$ cat config.mk
export PLATFORM = sky130hd
export DESIGN_NAME = interval_timer
export DESIGN_NICKNAME = d
export VERILOG_FILES = /design/src/rtl/itimer_pkg.sv /design/src/rtl/itimer_prescale.sv /design/src/rtl/itimer_counter.sv /design/src/rtl/itimer_regs.sv /design/src/rtl/interval_timer.sv
export SDC_FILE = /design/constraint.sdc
export NUM_CORES = 1
export LEC_CHECK = 0
export BUFFER_PORTS_ARGS = -buffer_cell sky130_fd_sc_hd__clkbuf_2
export CAP_MARGIN = 15
export CORE_UTILIZATION = 45
export DETAILED_ROUTE_END_ITERATION = 7
export GPL_TIMING_DRIVEN = 0
export HOLD_SLACK_MARGIN = 0.08
export PLACE_DENSITY = 0.72
export SYNTH_ARGS = -nofsm -noshare
export SYNTH_HDL_FRONTEND = slang
export SYNTH_SLANG_ARGS = --single-unit
$ cat constraint.sdc
create_clock -name clk -period 3.9 [get_ports clk]
set_input_delay 0.78 -clock clk [delete_from_list [all_inputs] [get_ports clk]]
set_output_delay 0.78 -clock clk [all_outputs]
set_load 0.005 [all_outputs]
$ cat src/rtl/itimer_pkg.sv
// Shared definitions for the interval timer: register indices, control
// bit positions and prescale codes. Assumes a 3-bit word index.
package itimer_pkg;

    localparam int IDX_W = 3;
    localparam int CTRL_W = 8;

    typedef enum logic [IDX_W-1:0] {
        IDX_LOAD   = 3'd0,
        IDX_VALUE  = 3'd1,
        IDX_CTRL   = 3'd2,
        IDX_ICLR   = 3'd3,
        IDX_RAW    = 3'd4,
        IDX_MASKED = 3'd5,
        IDX_DEFER  = 3'd6,
        IDX_NONE   = 3'd7
    } reg_idx_e;

    localparam int CB_ONESHOT  = 0;
    localparam int CB_WIDE     = 1;
    localparam int CB_PS_LO    = 2;
    localparam int CB_PS_HI    = 3;
    localparam int CB_IE       = 5;
    localparam int CB_PERIODIC = 6;
    localparam int CB_RUN      = 7;

    typedef enum logic [1:0] {
        PS_DIV1   = 2'd0,
        PS_DIV16  = 2'd1,
        PS_DIV256 = 2'd2,
        PS_RSVD   = 2'd3
    } prescale_e;

    localparam logic [CTRL_W-1:0] CTRL_RESET = 8'h20;

endpackage

$ cat src/rtl/itimer_prescale.sv
// Prescaler: produces the counting enable. A phase counter advances on
// every clock while running and is cleared by a restart request. Assumes
// LOG_B >= LOG_A and PRE_W >= LOG_B.
module itimer_prescale #(
    parameter int PRE_W = 8,
    parameter int LOG_A = 4,
    parameter int LOG_B = 8
) (
    input  logic       clk,
    input  logic       rst_n,
    input  logic       run,
    input  logic       restart,
    input  logic [1:0] sel,
    output logic       tick
);
    import itimer_pkg::*;

    logic [PRE_W-1:0] phase_q;
    logic             terminal;

    // Phase counter: cleared on restart, advances while running.
    always_ff @(posedge clk) begin
        if (!rst_n)       phase_q <= '0;
        else if (restart) phase_q <= '0;
        else if (run)     phase_q <= phase_q + 1'b1;
    end

    // Terminal phase detection for the selected division.
    always_comb begin
        unique case (prescale_e'(sel))
            PS_DIV16:  terminal = &phase_q[LOG_A-1:0];
            PS_DIV256: terminal = &phase_q[LOG_B-1:0];
            default:   terminal = 1'b1;
        endcase
    end

    // Enable is withheld in any restart cycle.
    assign tick = run && !restart && terminal;

endmodule

$ cat src/rtl/itimer_counter.sv
// Down-counter core. Presents a W-bit or NW-bit view selected by 'wide'.
// Decrements on tick and reloads on a tick at zero unless one-shot.
// A load has priority over a tick. Flags expiry on the 1 -> 0 step.
module itimer_counter #(
    parameter int W  = 32,
    parameter int NW = 16
) (
    input  logic         clk,
    input  logic         rst_n,
    input  logic         tick,
    input  logic         load_en,
    input  logic [W-1:0] load_val,
    input  logic [W-1:0] reload_val,
    input  logic         oneshot,
    input  logic         wide,
    output logic [W-1:0] count,
    output logic         expire
);
    localparam int PAD_W = W - NW;

    logic [W-1:0] cnt_q;
    logic [W-1:0] view;
    logic         at_zero;
    logic         at_one;

    // Width view of the stored count.
    always_comb begin
        view    = wide ? cnt_q : {{PAD_W{1'b0}}, cnt_q[NW-1:0]};
        at_zero = (view == '0);
        at_one  = (view == W'(1));
    end

    // Count register: load, reload at zero, or decrement.
    always_ff @(posedge clk) begin
        if (!rst_n) begin
            cnt_q <= '1;
        end else if (load_en) begin
            cnt_q <= load_val;
        end else if (tick) begin
            if (!at_zero)      cnt_q <= view - 1'b1;
            else if (!oneshot) cnt_q <= reload_val;
        end
    end

    assign count  = view;
    assign expire = tick && !load_en && at_one;

endmodule

$ cat src/rtl/itimer_regs.sv
// Register file: write decode, control and limit storage, sticky flag,
// read multiplexer and interrupt gating. Assumes a single-cycle port
// with combinational read.
module itimer_regs #(
    parameter int W = 32
) (
    input  logic                           clk,
    input  logic                           rst_n,
    input  logic                           wr,
    input  logic [itimer_pkg::IDX_W-1:0]   addr,
    input  logic [W-1:0]                   wdata,
    input  logic [W-1:0]                   count,
    input  logic                           expire,
    output logic [itimer_pkg::CTRL_W-1:0]  ctrl_q,
    output logic [W-1:0]                   limit_q,
    output logic                           raw_q,
    output logic                           load_wr,
    output logic                           ctrl_wr,
    output logic [W-1:0]                   rdata,
    output logic                           irq
);
    import itimer_pkg::*;

    logic clr_wr;
    logic defer_wr;

    // Write strobes per index.
    always_comb begin
        load_wr  = wr && (addr == IDX_LOAD);
        ctrl_wr  = wr && (addr == IDX_CTRL);
        clr_wr   = wr && (addr == IDX_ICLR);
        defer_wr = wr && (addr == IDX_DEFER);
    end

    // Control and limit storage.
    always_ff @(posedge clk) begin
        if (!rst_n) begin
            ctrl_q  <= CTRL_RESET;
            limit_q <= '0;
        end else begin
            if (ctrl_wr)             ctrl_q  <= wdata[CTRL_W-1:0];
            if (load_wr || defer_wr) limit_q <= wdata;
        end
    end

    // Sticky flag: an expiry wins over a clear.
    always_ff @(posedge clk) begin
        if (!rst_n)      raw_q <= 1'b0;
        else if (expire) raw_q <= 1'b1;
        else if (clr_wr) raw_q <= 1'b0;
    end

    // Read multiplexer.
    always_comb begin
        unique case (reg_idx_e'(addr))
            IDX_LOAD, IDX_DEFER: rdata = limit_q;
            IDX_VALUE:           rdata = count;
            IDX_CTRL:            rdata = {{(W-CTRL_W){1'b0}}, ctrl_q};
            IDX_RAW:             rdata = {{(W-1){1'b0}}, raw_q};
            IDX_MASKED:          rdata = {{(W-1){1'b0}}, irq};
            default:             rdata = '0;
        endcase
    end

    assign irq = raw_q && ctrl_q[CB_IE];

endmodule

$ cat src/rtl/interval_timer.sv
// Top of the interval timer: ties the register file, the prescaler and
// the counter core together and selects the reload value by mode.
module interval_timer #(
    parameter int W     = 32,
    parameter int NW    = 16,
    parameter int PRE_W = 8,
    parameter int LOG_A = 4,
    parameter int LOG_B = 8
) (
    input  logic                         clk,
    input  logic                         rst_n,
    input  logic                         reg_wr,
    input  logic [itimer_pkg::IDX_W-1:0] reg_addr,
    input  logic [W-1:0]                 reg_wdata,
    output logic [W-1:0]                 reg_rdata,
    output logic                         irq_out
);
    import itimer_pkg::*;

    localparam logic [W-1:0] FULL_WIDE   = '1;
    localparam logic [W-1:0] FULL_NARROW = {{(W-NW){1'b0}}, {NW{1'b1}}};

    logic [CTRL_W-1:0] ctrl_q;
    logic [W-1:0]      limit_q;
    logic [W-1:0]      count_q;
    logic [W-1:0]      reload_val;
    logic              raw_q;
    logic              load_wr;
    logic              ctrl_wr;
    logic              tick;
    logic              expire;

    itimer_regs #(.W(W)) u_regs (
        .clk     (clk),
        .rst_n   (rst_n),
        .wr      (reg_wr),
        .addr    (reg_addr),
        .wdata   (reg_wdata),
        .count   (count_q),
        .expire  (expire),
        .ctrl_q  (ctrl_q),
        .limit_q (limit_q),
        .raw_q   (raw_q),
        .load_wr (load_wr),
        .ctrl_wr (ctrl_wr),
        .rdata   (reg_rdata),
        .irq     (irq_out)
    );

    itimer_prescale #(.PRE_W(PRE_W), .LOG_A(LOG_A), .LOG_B(LOG_B)) u_pre (
        .clk     (clk),
        .rst_n   (rst_n),
        .run     (ctrl_q[CB_RUN]),
        .restart (load_wr || ctrl_wr),
        .sel     (ctrl_q[CB_PS_HI:CB_PS_LO]),
        .tick    (tick)
    );

    // Reload value by mode and width.
    always_comb begin
        if (ctrl_q[CB_PERIODIC]) reload_val = limit_q;
        else if (ctrl_q[CB_WIDE]) reload_val = FULL_WIDE;
        else                      reload_val = FULL_NARROW;
    end

    itimer_counter #(.W(W), .NW(NW)) u_cnt (
        .clk        (clk),
        .rst_n      (rst_n),
        .tick       (tick),
        .load_en    (load_wr),
        .load_val   (reg_wdata),
        .reload_val (reload_val),
        .oneshot    (ctrl_q[CB_ONESHOT]),
        .wide       (ctrl_q[CB_WIDE]),
        .count      (count_q),
        .expire     (expire)
    );

endmodule

Yosys cells after proc, flatten, opt, wreduce, memory -nomap -nowiden:

Cells that the tools add are included.

* flip-flop bits (word level): 81
* output and inout port bits: 33

* add/sub/neg operators: 2
* eq/ne operators: 10
* muxes and demuxes: 11
* bitwise logic cells: 1
* reduce and logical (&&, ||, !) cells: 22

Operators by type and width (count)
* two-way mux 32 bit: 7
* one-hot mux 32 bit (5 select lines): 1
* == test 32 x 1 -> 1 bit, second input constant: 1
* zero test 32 bit: 1
* subtractor 32 x 1 -> 32 bit, second input constant: 1
* == test 3 bit, second input constant: 3
* logical AND 1 bit: 9
* adder 8 x 1 -> 8 bit, second input constant: 1
* AND reduction 8 bit: 1
* == test 3 x 2 -> 1 bit, second input constant: 2
* AND reduction 4 bit: 1
* nonzero test 2 bit: 2
* OR reduction 2 bit: 2
* == test 3 x 1 -> 1 bit, second input constant: 1
* zero test 3 bit: 1
* inequality test 3 bit, second input constant: 1
* == test 2 x 1 -> 1 bit, second input constant: 1
* == test 2 bit, second input constant: 1
* zero test 1 bit: 2
* logical OR 1 bit: 2
* two-way mux 1 bit: 2
* one-hot mux 1 bit (2 select lines): 1
* AND reduction 2 bit: 1
* NOT 1 bit: 1

Longest topological paths before layout:

Gate-level depths: netlist of the first run.

* depth after elaboration: 9
* depth in mapped cells: 10
* gate-level depth less buffers: 8

Modules after synthesis:

From an unflattened synthesis of the first run, not the netlist that was laid out.

* cells, all modules: 704
* area, all modules: 5720.5 um^2

Modules (own cells, without submodules)
* itimer_counter: instances 1, cells each 380, area each 2866.5 um^2, sequential area each 640.6 um^2
* itimer_regs: instances 1, cells each 239, area each 2100.8 um^2, sequential area each 820.8 um^2
* itimer_prescale: instances 1, cells each 48, area each 419.2 um^2, sequential area each 160.2 um^2
* interval_timer: instances 1, cells each 37, area each 334.1 um^2, sequential area each 0.0 um^2

Worst setup path after synthesis of the first run:

Ideal clock, no wire load.

* kind: input-to-output
* start: in reg_addr[1] in the netlist's numbering
* end: out reg_rdata[10]
* arrival time: 2.257 ns
* data required time: 3.120 ns
* setup slack: 0.863 ns
* stages on the path: 6
* buffers on the path: 3
* cells stage by stage: clkbuf_1 -> xnor2_1 -> nor2b_1 -> clkbuf_1 -> clkbuf_1 -> a22o_1

* longest elaborated chain between the ends: 3
* elaborated cells on any way between the ends: 8

RTL lines
* start, declared: line interval_timer.sv:13 `input logic [itimer_pkg::IDX_W-1:0] reg_addr,`
* == test 3 bit or zero test 3 bit (tied branches): line itimer_regs.sv:55 `unique case (reg_idx_e'(addr))`
* OR reduction 2 bit: line itimer_regs.sv:55
* one-hot mux 32 bit (5 select lines) (*): line itimer_regs.sv:55
* end, declared: line interval_timer.sv:15 `output logic [W-1:0] reg_rdata,`

Every way passes the cells marked *; elsewhere a longest branch is shown, timed or not.

Worst setup path after layout of the first run:

* start: in reg_addr[2] in the netlist's numbering
* end: out reg_rdata[23]

Same word-level chain as after synthesis.

==> flow_metrics.tcl, run 1 <==
set metrics [dict create \
    power.total_mw 1.85 \
    ctsHoldBuffers 0 \
    cts.sinks 81 \
    start_util_pct 46.1 \
    crit_slowest_cell "clkbuf_1" \
    finClkSkew_ps 10.7 \
    synthSimpleGateAreaFrac_pct 28.4 \
    drt_first_pass_iters 6 \
    peakVddDrop_mv 0.189 \
    core_um2 10800 \
    syn_area_per_cell_um2 7.19 \
    cts-root-buf "clkbuf_8" \
    worstMarginPinSlew_ps 1160 \
    fin_crit_ps 3710 \
    synth_top_area_share_pct 32.6 \
    synth_cells 692 \
    htree_levels 3 \
    yosysWarnings 0 \
    ys_types 62 \
    status "finished clean" \
    synthMuxAreaShare_pct 0.428 \
    overflow 0 \
    clk_path_buf_depth 2 \
    path_clk_slew_ps 90 \
    criticalPathCategory "in2out" \
    yosysMostFrequentCell "nand2_1" \
    place_area_um2 5490 \
    row_count 38 \
    synthFlopType "dfxtp_1" \
    setup_viol 0 \
    die_w_um 107 \
    holdPathStages 2 \
    grt_pass1_vias 5324 \
    setup_slack_ps 187 \
    dp_hpwl_um 14200 \
    slew_headroom_pct 22.2 \
    syn_nets 735 \
    critPathMaxStageDelay_ps 500 \
    crit_required_ps 3120 \
    dp_slack_ps -86.3 \
    hold_viol_final 0 \
    end_kind "output pin" \
    place.gp.congestion 0.975 \
    synth_compound_area_share_pct 28.5 \
    wl_um 19900 \
    synthAdderAreaFrac_pct 1.26 \
    grt_pass1_wl_um 30100 \
    die_area_um2 11500 \
    grt_max_degree 14 \
    fin_nets 815 \
    synth_seq_cells 81 \
    min_period_over_period_pct 95.2 \
    synthToLayoutAreaGrowth_pct 15.0 \
    ios 71 \
    critPathArrivalTime_ps 2930 \
    synth_top_family_by_area "compound AO/OA/AOI/OAI gates" \
    synthArstFlopShare_pct 0 \
    yosysSeqAreaShare_pct 32.6 \
    powerDensity_nw_per_um2 323 \
    power_leakage_nw 2.08 \
    drtIter0Drc 571 \
    cts_buffers 9 \
    syn_area_um2 4970 \
    cp-start-kind "input port" \
    fin_area_um2 5720 \
    cts_tree "yes" \
    reg2reg_depth 6 \
    n_antenna_cell 0 \
    dr_total_vias 5792 \
    rsz0062_at_grt "no" \
    clkLatencyLatePin_ps 370 \
    io_buffers 69 \
    dp_cells 901 \
    ant_nets 0 \
    hold_path.class "reg2reg" \
    synth-edff-count 0 \
    avgViaCountPerCell 6.32 \
    maxSlewViolCount 0 \
    fin_cells 917 \
    cp_num_cells 8 \
    grt_usage_pct 35.2 \
    synth_top_cell_by_area "dfxtp_1" \
    drc 0 \
    drv_cap 0 \
    synthTopCellsByCount "nand2_1 (151), dfxtp_1 (81), a21oi_1 (73)" \
    utilization_pct 53.0 \
    fillerInstances 1120 \
    synth_xor_xnor_area_share_pct 2.99 \
    critPathTopFamily "buffers and inverters" \
    max_freq_mhz 269 \
    cp_num_buf_inv 4 \
    die_h_um 107 \
    synth.area.top_cells "dfxtp_1 (33%), nand2_1 (11%), a21oi_1 (7.3%)" \
    layout-drive-gt1-share_pct 13.6 \
    crit_chain "clkbuf_2, nand2b_1, nor2_2, and2_1, clkbuf_1, clkbuf_1, a22o_1, clkbuf_2" \
    antenna_found_initial 0 \
    wl_per_cell_um 21.7 \
    crit_fanout 10 \
]
## layout by cell type (no fill, tap or decap), types with 10 or more instances in the layout
cell,synthesis,routed
nand2_1,151,151
dfxtp_1,81,81
a21oi_1,73,73
clkbuf_2,0,71
clkbuf_1,50,50
nand3_1,42,42
o21ai_0,38,38
nor2_1,37,36
a22o_1,24,24
a22oi_1,20,20
nand4_1,14,14
o211ai_1,14,14
inv_1,11,11
xor2_1,10,10
## flip-flops by register name, summed over array words and instances, names as in the netlist
register and cells:
u_cnt.cnt_q 32, u_pre.phase_q 8, u_regs.ctrl_q 8, u_regs.limit_q 32, u_regs.raw_q 1
## area by class of cell
| cell class | instances | area, um^2 | area share, % |
|---|---|---|---|
| Sequential cell | 81 | 1620 | 28.4 |
| Multi-Input combinational cell | 539 | 3070 | 53.8 |
| Inverter | 12 | 45.0 | 0.788 |
| Buffer | 60 | 245 | 4.29 |
| Clock buffer | 11 | 131 | 2.30 |
| Clock inverter | 5 | 80.1 | 1.40 |
| Timing Repair Buffer | 69 | 345 | 6.04 |
| Tap cell | 140 | 175 | 3.06 |
## worst reg2reg max path: stages, from the launching register on
cell	delay, ps
dfxtp_1	400
nor4_1	710
nand3_1	420
nor4b_1	710
a31oi_1	160
or4_1	570
nand4_1	120
## path summary, 6_finish.rpt
kind | start | slack, ps | endpoint
hold reg to reg | u_regs.ctrl_q[4] | 480 | u_regs.ctrl_q[4]
setup / recovery | reg_addr[2] | 190 | reg_rdata[23]
setup reg to reg | u_cnt.cnt_q[6] | 740 | u_cnt.cnt_q[18]
hold / removal | u_regs.ctrl_q[4] | 480 | u_regs.ctrl_q[4]
## metal layers
metal  vias up  track usage (%)  routed length [um]
li1       2659                -                   -
met1      2758             46.8                8500
met2       318             55.9                8870
met3        57             4.98                1730
met4         0             17.0                 780
met5         -                0                   0
## what timing repair did
action,CTS,global route
cloned,0,0
resized for setup,1,5
buffers inserted,0,0
setup endpoints to repair,20,20
## cells by family (layout without fill, tap and decap cells)
| kind of cell | after synthesis | after routing |
|---|---|---|
| flops | 81 | 81 |
| fa+ha+maj | 5 | 5 |
| xor+xnor | 17 | 17 |
| buf+inv | 72 | 157 |
| compound gates | 212 | 212 |
| mux | 2 | 2 |
| simple gates | 303 | 303 |
## stage by stage
stage               TNS (ps)  hold slack (ps)
global placement        -116              446
floorplan                  0              437
CTS                        0              464
detailed placement     -1300              451
finish                     0              477
global route               0              495
## where the power goes
group	switching [mW]	total [mW]	internal [mW]
Sequential	0.0381	0.897	0.859
Combinational	0.161	0.247	0.0855
Clock	0.341	0.701	0.360
Total	0.540	1.85	1.31
No activity file was read; power rests on OpenSTA's default activity.
==> run 2, diff against run 1 <==
Settings changed: PLACE_DENSITY 0.72 to 0.71, SYNTH_HIERARCHICAL set to 1.
==> run 2 against run 1 <==
Compared with the run above: sequential power is 1% lower; highest routed layer unchanged; largest power group unchanged; die area grew 15%; first-iteration DRC count down 22%; maximum frequency up 5.6%; utilization up 0.87 points; final cell count grew 4.5%; clock power increased by 22%.
==> flow_metrics.tcl, run 2 <==
set metrics [dict create \
    drt_first_pass_iters 5 \
    maxSlewViolCount 0 \
    synth.area.top_cells "dfxtp_1 (28%), nand2_1 (8.0%), mux2i_1 (7.3%)" \
    reg2reg_from "u_cnt/cnt_q[1]" \
    crit_slowest_cell "nor3b_1" \
    fin_crit_ps 3520 \
    fin_nets 828 \
    reg2reg_depth 9 \
    critPathLaunch "reg_addr[1]" \
    drv_cap 0 \
    ant_nets 0 \
    antenna_found_initial 0 \
    layout_commonest_cell "nand2_1" \
    syn_area_per_cell_um2 8.13 \
    finClkSkew_ps 9.38 \
    post-cts-setup-buffers 0 \
    hold_path.class "reg2reg" \
    grt_pass1_vias 5587 \
    utilization_pct 53.8 \
    end_kind "output pin" \
    cts_buffers 9 \
    ios 71 \
    cp_num_cells 5 \
    io_buffers 69 \
    max_freq_mhz 284 \
    yosysWarnings 6 \
    core_um2 12200 \
    ys_types 78 \
    place.gp.congestion 0.961 \
    wl_per_cell_um 19.8 \
    die_area_um2 13200 \
    worstMarginPinSlew_ps 1040 \
    htree_levels 3 \
    holdWs_ps 470 \
    clk_path_buf_depth 2 \
    synth_top_area_share_pct 28.3 \
    synth-edff-count 0 \
    synth_seq_cells 81 \
    setup_viol 0 \
    cts-root-buf "clkbuf_16" \
    row_count 40 \
    avgViaCountPerCell 5.96 \
    grt_max_degree 14 \
    setup_tns_ps 0 \
    cts_resized 0 \
    synthToLayoutAreaGrowth_pct 14.9 \
    grt_pass1_wl_um 30000 \
    setup_slack_ps 383 \
    crit_fanout 10 \
    synthTopCellsByCount "nand2_1 (122), dfxtp_1 (81), nor2_1 (46)" \
    holdPathStages 2 \
    dr_total_vias 5712 \
    rsz0062_at_grt "no" \
    yosysMostFrequentCell "nand2_1" \
    fillerInstances 1227 \
    hold_viol_final 0 \
    final_cell_mix "nand2_1 (122), dfxtp_1 (81), clkbuf_2 (69), nor2_1 (46), mux2i_1 (42)" \
    crit_end "reg_rdata[19]" \
    cts.sinks 81 \
    critPathMaxStageDelay_ps 850 \
    r2r_end "u_cnt/cnt_q[27]" \
    clkLatencyLatePin_ps 350 \
    start_util_pct 46.8 \
    status "finished clean" \
    n_antenna_cell 0 \
    wl_um 19000 \
    dp_slack_ps 274 \
    critPathTopFamily "simple AND/OR/NAND/NOR gates" \
    die_h_um 115 \
    drtIter0Drc 443 \
    synth_cells 704 \
    syn_area_um2 5720 \
    synth_top_cell_by_area "dfxtp_1" \
    cp-start-kind "input port" \
    place_area_um2 6290 \
    peakVddDrop_mv 0.164 \
    fin_area_um2 6580 \
    layout-drive-gt1-share_pct 21.4 \
    syn_nets 747 \
    slew_headroom_pct 30.3 \
    overflow 0 \
    powerDensity_nw_per_um2 304 \
    criticalPathCategory "in2out" \
    crit_required_ps 3120 \
    cts_tree "yes" \
    die_w_um 115 \
    min_period_over_period_pct 90.2 \
    drc 0 \
    critPathArrivalTime_ps 2740 \
    path_clk_slew_ps 60 \
    synthFlopType "dfxtp_1" \
    cp_num_buf_inv 3 \
    crit_chain "clkbuf_2, nor3b_1, clkbuf_1, a22o_1, clkbuf_2" \
    ctsHoldBuffers 0 \
    grt_usage_pct 30.0 \
    dp_hpwl_um 13700 \
    r2r_slack_ps 860 \
    path_common_cell "clkbuf_2" \
    power_leakage_nw 2.54 \
    yosysSeqAreaShare_pct 28.3 \
    top_regs "u_cnt/cnt_q x32, u_regs/limit_q x32" \
    synthArstFlopShare_pct 0 \
]
run 2: cell count changes in the layout (fill, tap and decap cells not counted), sizes merged, moves of 8 or more:
cell,delta
a22oi,-12
nand2b,+18
mux2,+17
nor2,+9
clkbuf,-24
a21oi,-57
nand2,-29
nand3,-26
o311a,+8
buf,+33
and2,+10
mux2i,+41
run 2: layer usage:
| metal | up-vias | track usage, % | share of wire [%] |
|---|---|---|---|
| li1 | 2692 | - | - |
| met2 | 258 | 48.5 | 46 |
| met4 | 0 | 15.3 | 3.7 |
| met3 | 53 | 5.11 | 7.3 |
| met5 | - | 0 | 0 |
| met1 | 2709 | 38.7 | 43 |
run 2: worst min-delay path, delay by kind of cell (launching register included):
kind	cells	cell delay, ps
DFF	1	320
muxes	1	50
and+or+nand+nor	1	60
run 2: cell families after synthesis:
kind of cell / synth area share [%]
xor gates and xnor gates: 3.50
and+or+nand+nor: 25.9
DFF: 28.3
buffers and inverters: 9.54
muxes: 11.2
AOI/OAI and AO/OA: 20.5
adders and majority gates: 1.09
run 2: worst min path at each step:
stage                                    end                from
after detailed placement  u_regs/limit_q[12]  u_regs/limit_q[12]
after global routing       u_regs/limit_q[4]   u_regs/limit_q[4]
final                     u_regs/limit_q[12]  u_regs/limit_q[12]
after CTS                 u_regs/limit_q[12]  u_regs/limit_q[12]
after floorplan            u_regs/limit_q[1]   u_regs/limit_q[1]
after global placement    u_regs/limit_q[19]  u_regs/limit_q[19]
run 2: power breakdown:
| part | leakage, nW | internal, mW | switching (mW) |
|---|---|---|---|
| sequential | 0.658 | 0.854 | 0.0312 |
| combinational | 1.74 | 0.109 | 0.153 |
| clock | 0.139 | 0.496 | 0.359 |
run 2: area by class of cell:
type                    instances  area, um^2  area share, %
multi-input cells             538        3550           54.0
flip-flops and latches         81        1620           24.7
plain buffers                  69         485           7.38
repair buffers                 70         355           5.40
clock buffers                  11         233           3.54
well taps                     168         210           3.20
inverters                      16        60.1          0.913
clock inverters                 5        56.3          0.856
run 2: per-stage QoR:
stage          total power [mW]  cells
2_1_floorplan              1.06    704
4_1_cts                    2.01    958
6_report                   2.00    958
5_1_grt                    2.08    958
3_3_place_gp               1.15    941
3_5_place_dp               1.16    942
==> run 3, diff against run 2 <==
Settings changed: CTS_BUF_LIST set to sky130_fd_sc_hd__clkbuf_8 sky130_fd_sc_hd__clkbuf_16.
==> run 3 against run 2 <==
Compared with the run above: die area stayed put; sequential share of layout area is the same; clock-buffer cell count fell by 2; global-route usage is the same; flip-flop and latch count unchanged; critical path depth is the same; critical endpoint unchanged.
==> flow_metrics.tcl, run 3 (synthesis results as in run 2) <==
set metrics [dict create \
    n_antenna_cell 0 \
    drtIter0Drc 479 \
    die_w_um 115 \
    p_sw_share_pct 27.3 \
    maxSlewViolCount 0 \
    holdWs_ps 471 \
    place.gp.congestion 0.961 \
    critPathArrivalTime_ps 2700 \
    fin_area_um2 6580 \
    post-cts-setup-buffers 0 \
    path_clk_slew_ps 60 \
    clk_path_buf_depth 2 \
    cts_buffers 9 \
    die_area_um2 13200 \
    cts-root-buf "clkbuf_16" \
    finClkSkew_ps 8.27 \
    cts.sinks 81 \
    dp_cells 942 \
    powerDensity_nw_per_um2 304 \
    final_cell_mix "nand2_1 (122), dfxtp_1 (81), clkbuf_2 (69), nor2_1 (46), mux2i_1 (42)" \
    io_buffers 69 \
    grt_pass1_wl_um 30000 \
    synthToLayoutAreaGrowth_pct 14.9 \
    crit_required_ps 3120 \
    drc 0 \
    grt_pass1_vias 5587 \
    fin_cells 958 \
    hold_viol_final 0 \
    max_freq_mhz 287 \
    setup_slack_ps 416 \
    crit_fanout 10 \
    overflow 0 \
    power.total_mw 2.00 \
    clkLatencyLatePin_ps 350 \
    start_util_pct 46.8 \
    peakVddDrop_mv 0.164 \
    p_int_mw 1.45 \
    fin_crit_ps 3480 \
    setup_viol 0 \
    drt_first_pass_iters 5 \
    dp_slack_ps 274 \
    r2r_slack_ps 830 \
    ant_nets 0 \
    end_kind "output pin" \
    p_clk_share_pct 42.6 \
    utilization_pct 53.8 \
    criticalPathCategory "in2out" \
    slew_headroom_pct 33.5 \
    layout_commonest_cell "nand2_1" \
    cp-start-kind "input port" \
    reg2reg_depth 8 \
    grt_usage_pct 30.0 \
    min_period_over_period_pct 89.3 \
    hold_path.class "reg2reg" \
    status "finished clean" \
    place_area_um2 6290 \
    core_um2 12200 \
    setup_tns_ps 0 \
    holdPathStages 2 \
    avgViaCountPerCell 5.92 \
    power.switching_uw 545 \
    dp_hpwl_um 13700 \
    rsz0062_at_grt "no" \
    die_h_um 115 \
    worstMarginPinSlew_ps 989 \
    power_frac_seq_pct 44.3 \
    ios 71 \
    wl_um 19000 \
    cts_tree "yes" \
    drv_cap 0 \
    dr_total_vias 5673 \
    fin_nets 828 \
    htree_levels 3 \
    row_count 40 \
    layout-drive-gt1-share_pct 21.4 \
    wl_per_cell_um 19.9 \
    power_leakage_nw 2.54 \
    antenna_found_initial 0 \
    comb_power_share_pct 13.1 \
    top_regs "u_cnt/cnt_q x32, u_regs/limit_q x32" \
    grt_max_degree 14 \
    cts_resized 0 \
    ctsHoldBuffers 0 \
]
## run 3: cell types whose count changed in the layout (fill, tap and decap cells not counted)
cell / change
inv_1: +2
clkbuf_1: -2
## run 3: area by class of cell
class                   instances  area, um^2
plain buffers                  69         485
clock buffers                   9         225
clock inverters                 7        63.8
fillers                      1227        5640
inverters                      16        60.1
multi-input cells             538        3550
flip-flops and latches         81        1620
well taps                     168         210
repair buffers                 70         355
## run 3: path summary, 6_finish.rpt
kind | start | to
max reg2reg | u_cnt/cnt_q[1] | u_cnt/cnt_q[24]
min reg2reg | u_regs/limit_q[12] | u_regs/limit_q[12]
min | u_regs/limit_q[12] | u_regs/limit_q[12]
max | reg_addr[1] | reg_rdata[19]
## run 3: layer usage
metal  GRT usage (%)  wire length, um  vias to the layer above
li1                -                -                     2684
met1            38.7             8160                     2677
met2            48.5             8720                      265
met3            5.11             1450                       47
met4            15.3              695                        0
met5               0                0                        -
## run 3: worst max-delay path: stages
cell,delay (ps)
clkbuf_2,150
nor3b_1,820
clkbuf_1,550
a22o_1,270
clkbuf_2,130
## run 3: power groups by stage
stage	Clock (mW)	Combinational, mW	Sequential (mW)
finish	0.851	0.261	0.886
global route	0.903	0.281	0.889
CTS	0.858	0.258	0.884
detailed placement	0	0.257	0.903
global placement	0	0.252	0.901
floorplan	0	0.164	0.892
